$ cat config.mk
export PLATFORM = sky130hd
export DESIGN_NAME = loaduse_stall_unit
export DESIGN_NICKNAME = d
export VERILOG_FILES = /design/src/rtl/luh_pkg.sv /design/src/rtl/luh_match_dp.sv /design/src/rtl/luh_ctrl.sv /design/src/rtl/loaduse_stall_unit.sv
export SDC_FILE = /design/constraint.sdc
export NUM_CORES = 1
export LEC_CHECK = 0
export ABC_AREA = 1
export BUFFER_PORTS_ARGS = -buffer_cell sky130_fd_sc_hd__buf_4
export CAP_MARGIN = 15
export CORE_AREA = 2 2 39 41
export DETAILED_ROUTE_END_ITERATION = 8
export DIE_AREA = 0 0 41 43
export PLACE_DENSITY = 0.47
export SYNTH_ARGS = -nofsm -noshare
export SYNTH_HDL_FRONTEND = slang
export SYNTH_HIERARCHICAL = 1
export SYNTH_SLANG_ARGS = --single-unit
export TNS_END_PERCENT = 100
$ cat constraint.sdc
create_clock -name vclk -period 1
set_input_delay 0.2 -clock vclk [all_inputs]
set_output_delay 0.2 -clock vclk [all_outputs]
set_load 0.05 [all_outputs]
$ cat src/rtl/luh_pkg.sv
package luh_pkg;

  // Default width of a register number.
  localparam int DEF_REG_IDX_W = 5;

  // Strobes from the hazard control to the output stage.
  typedef struct packed {
    logic pcHold;     // freeze the program counter
    logic ifIdHold;   // freeze the fetch/decode register
    logic bubbleIns;  // zero the control fields entering decode/execute
  } stallStrobe_t;

endpackage

$ cat src/rtl/luh_match_dp.sv
// Compares the execute-stage destination with every decode-stage source.
module luh_match_dp #(
  parameter int REG_IDX_W = luh_pkg::DEF_REG_IDX_W,
  parameter int NUM_SRC   = 2
) (
  input  logic [REG_IDX_W-1:0]              exRt,
  input  logic [NUM_SRC-1:0][REG_IDX_W-1:0] srcIdx,
  output logic [NUM_SRC-1:0]                srcHit
);

  for (genvar g = 0; g < NUM_SRC; g++) begin : g_cmp
    assign srcHit[g] = (srcIdx[g] == exRt);
  end

endmodule

$ cat src/rtl/luh_ctrl.sv
// Turns source hits plus the load flag into the stall strobes.
module luh_ctrl #(
  parameter int NUM_SRC = 2
) (
  input  logic                 exMemRead,
  input  logic [NUM_SRC-1:0]   srcHit,
  output luh_pkg::stallStrobe_t strobe
);

  logic loadUse;

  always_comb begin
    loadUse          = exMemRead && (|srcHit);
    strobe.pcHold    = loadUse;
    strobe.ifIdHold  = loadUse;
    strobe.bubbleIns = loadUse;
  end

endmodule

$ cat src/rtl/loaduse_stall_unit.sv
module loaduse_stall_unit #(
  parameter int REG_IDX_W = luh_pkg::DEF_REG_IDX_W
) (
  input  logic                 exMemRead,
  input  logic [REG_IDX_W-1:0] exRt,
  input  logic [REG_IDX_W-1:0] idRs,
  input  logic [REG_IDX_W-1:0] idRt,
  output logic                 pcWrEn,
  output logic                 ifIdWrEn,
  output logic                 idExCtrlZero
);

  localparam int NUM_SRC = 2;

  logic [NUM_SRC-1:0][REG_IDX_W-1:0] srcIdx;
  logic [NUM_SRC-1:0]                srcHit;
  luh_pkg::stallStrobe_t             strobe;

  assign srcIdx[0] = idRs;
  assign srcIdx[1] = idRt;

  luh_match_dp #(
    .REG_IDX_W(REG_IDX_W),
    .NUM_SRC  (NUM_SRC)
  ) u_dp (
    .exRt  (exRt),
    .srcIdx(srcIdx),
    .srcHit(srcHit)
  );

  luh_ctrl #(
    .NUM_SRC(NUM_SRC)
  ) u_ctrl (
    .exMemRead(exMemRead),
    .srcHit   (srcHit),
    .strobe   (strobe)
  );

  assign pcWrEn       = !strobe.pcHold;
  assign ifIdWrEn     = !strobe.ifIdHold;
  assign idExCtrlZero = strobe.bubbleIns;

endmodule

* Word-level counts from Yosys, hierarchy flattened *
Cells that the tools add are included.

operators by class
  add/sub/neg operators = 0
  $mul = 0
  div/mod/pow operators = 0
  order comparisons = 0
  equal/unequal tests = 2
  shift-type cells = 0
  muxes and demuxes = 0
  bitwise logic cells = 0
  reductions and logical operators = 3

operators with widths
  cell               number
  $eq 5x5->1         2
  $reduce_or 2->1    1
  $logic_and 1x1->1  1
  $logic_not 1->1    1

word-level totals
  register bits = 0
  bits in latches = 0
  RAM bits = 0
  ROM bits = 0
  input bits = 16
  output and inout port bits = 3
  logic and storage cells = 5
  memories kept = 0

* Logic depth before layout (Yosys ltp) *
  word-level depth = 4
  gate-level depth with buffers = 9
  gate-level depth less buffers = 8

* Hierarchy *
Netlist, hierarchy kept.

modules (own cells, without submodules)
  module              instances  cells each  area an instance (sq um)  sequential area each (sq um)
  luh_match_dp        1          31          148.9                     0.0
  luh_ctrl            1          6           33.8                      0.0
  loaduse_stall_unit  1          2           7.5                       0.0

* Worst setup path after synthesis *
Ideal clock, no wire load.

  path kind = input -> output
  start = input port exRt[4]
  end = output port ifIdWrEn
  arrival time = 0.983 ns
  data required time = 0.800 ns
  path slack = -0.183 ns
  stages on the path = 9
  buffers on the path = 1
  path through = inv_1 > nand2_1 > nand2_1 > nand3_1 > nor2_1 > nor2_1 > nor2_1 > buf_4 > inv_1

between the ends
  word-level cells in the longest chain between the ends = 4
  elaborated cells between the ends (all ways) = 5
  those cells by class = eq/ne (2); reduce/logical (3)

RTL lines
  what                RTL line                  RTL
  start, declared     loaduse_stall_unit.sv:5   input logic [REG_IDX_W-1:0] exRt,
  $eq 5x5->1          luh_match_dp.sv:12        assign srcHit[g] = (srcIdx[g] == exRt);
  net srcHit[1]       loaduse_stall_unit.sv:16  logic [NUM_SRC-1:0] srcHit;
  $reduce_or 2->1     luh_ctrl.sv:13            loadUse = exMemRead && (|srcHit);
  $logic_and 1x1->1   luh_ctrl.sv:13
  net u_ctrl.loadUse  luh_ctrl.sv:10            logic loadUse;
  $logic_not 1->1     loaduse_stall_unit.sv:40  assign ifIdWrEn = !strobe.ifIdHold;
  end, declared       loaduse_stall_unit.sv:9   output logic ifIdWrEn,

The timed path passes the listed nets, and every way through them passes these cells.

* Worst setup path in the final report *
  start = input port idRs[1]
  end = output port ifIdWrEn

between the ends
  word-level cells in the longest chain between the ends = 4

RTL lines
  what               RTL line                  RTL
  start, declared    loaduse_stall_unit.sv:6   input logic [REG_IDX_W-1:0] idRs,
  $eq 5x5->1         luh_match_dp.sv:12
  net srcHit[0]      loaduse_stall_unit.sv:16
  $reduce_or 2->1    luh_ctrl.sv:13
  $logic_and 1x1->1  luh_ctrl.sv:13
  $logic_not 1->1    loaduse_stall_unit.sv:40

The timed path passes the listed nets, and every way through them passes these cells.

==> results.md <==
- Clock Buffer Count: 0
- Hold Crit Class: in2out
- Post-CTS Setup Inserts: 0
- Avg Synthesized Cell Area: 4.88 sq um
- Post-route antenna net violation count: 0
- Mapped cell area: 190 sq um
- Wirelength per Cell: 5.99 um
- Port bufs: 19
- Vias per cell: 3.61
- Post-route cell area: 437 sq um
- Max FO, Critical Path: 3
- Tcrit/Tclk final: 122%
- P per Cell Area: 398 nW/um^2
- GPL Wtd Cong: 0.631
- Post-route setup TNS: -0.612 ns
- CP Cell Sequence: buf_4, inv_2, nand2_1, nand2_1, nand3_2, nor2_1, nor2_1, nor2_2, inv_1, buf_6
- CP required: 0.80 ns
- # diodes: 0
- Net count after synthesis: 55
- Placed inst area: 330 sq um
- Fmax: 0.820 GHz
- Boundary Pins: 19
- Post-Place Cells: 71
- Max-slew headroom: 90.7%
- CP arrival: 1.02 ns
- WL final: 425 um
- Seq. cell area: 0 sq um
- Slowest-stage cell, CP: buf_6
- Fin crit period: 1.22 ns
- Slew Limit Fails: 0
- Vias in the first global route: 182
- Crit path largest cell delay: 0.15 ns
- Dpl ws: -0.311 ns
- Result of the run: finished with violations
- Number of cell rows: 14
- Setup violators final: 3
- Core area: 1380 sq um
- Starting Density: 13.7%
- Dpl hpwl: 389 um
- RSZ-0062 raised after global routing: true
- Vias: 256
- Initial antenna violation count: 0
- Max_cap viols: 0
- Post-synthesis cell count: 39
- Worst hold slack: 0.751 ns
- Die area: 1760 sq um
- Yosys cell types: 6
- CP Capture Type: output pin
- Residual DRC count: 0
- Synth top area share: 27.6%
- Final WS setup: -0.219 ns
- Fin util: 31.6%
- Leak: 0.227 nW
- Worst Tran Pin Value: 0.139 ns
- Failing checks: setup timing
- Synth-to-layout area growth: 130%
- Pin count of the biggest net entering global routing: 4
- Synth area leaders: nand2_1 28%, xnor2_1 28%, inv_1 20%
- Pwr Total: 0.174 mW
- Peak VDD IR: 0.115 mV
- Die height: 43 um
- Yosys warns: 6
- Die X: 41 um
- Final Hold Vio Count: 0
- First drt pass iteration count: 1
- Sequential fraction of the synthesis area: 0%
- Grt ovf: 0
- CP startpoint kind: input port
- Crit Path Class: in2out
- Fin cells: 71
- 1st-iter DRT viols: 0
- Largest area contributor in the netlist: nand2_1
- Total GRT Usage: 4.70%
- Cts hold-fix bufs: 0
- Nets: 73
- Most common cell in the netlist: nand2_1
- Count of flip-flops and latches: 0
- First-pass GRT wire length: 621 um
- Most frequent cells after synthesis: 14 x nand2_1, 10 x inv_1, 6 x xnor2_1, 4 x nor2_1, 3 x buf_4
- Layout cells sized above 1: 63.6%
-- placed cells by master (no fill, tap or decap), types with 2 or more instances in the layout --
cell	Yosys	final
inv_2	0	6
xnor2_2	0	3
buf_4	3	8
nand2_2	0	2
inv_1	10	3
nor2_1	4	3
nand3_2	0	2
xnor2_1	6	2
buf_6	0	10
nand2_1	14	12
-- power by group --
group,internal [mW],switching [mW]
Combinational,0.104,0.0694
Clock,0,0
Sequential,0,0
Total,0.104,0.0694
-- critical path, delay by kind of cell --
kind | cells | cell delay (ns)
simple gates | 6 | 0.46
buf+inv | 4 | 0.37
-- path summary, 6_finish.rpt --
check,start,to,slack [ns],cells past startpoint
worst max-delay path,idRs[1],ifIdWrEn,-0.22,10
worst min-delay path,exMemRead,idExCtrlZero,0.75,4
-- timing repair --
item / CTS / global route
setup endpoints to repair: 3 / 3
gates resized for setup: 17 / 13
pin swaps: 10 / 15
-- logic make-up (layout without fill, tap and decap cells) --
group	after synthesis	after routing	share of synthesized area, %
buffers and inverters	13	29	31.6
AND/OR/NAND/NOR	20	20	40.8
XOR/XNOR	6	6	27.6
-- layer usage --
| metal | GRT usage (%) | part of all wire, % | up-vias |
|---|---|---|---|
| met5 | 0 | 0 | - |
| met4 | 0 | 0 | 0 |
| met3 | 0.524 | 9.2 | 0 |
| met2 | 9.06 | 55 | 11 |
| met1 | 5.40 | 36 | 106 |
| li1 | - | - | 139 |
-- cell type report --
class                           instances  area (sq um)
Multi-Input combinational cell         26           189
Timing Repair Buffer                   19           188
Inverter                               10          40.0
Fill cell                             160           947
Tap cell                               16          20.0
Power figures use the tool's default switching activity.
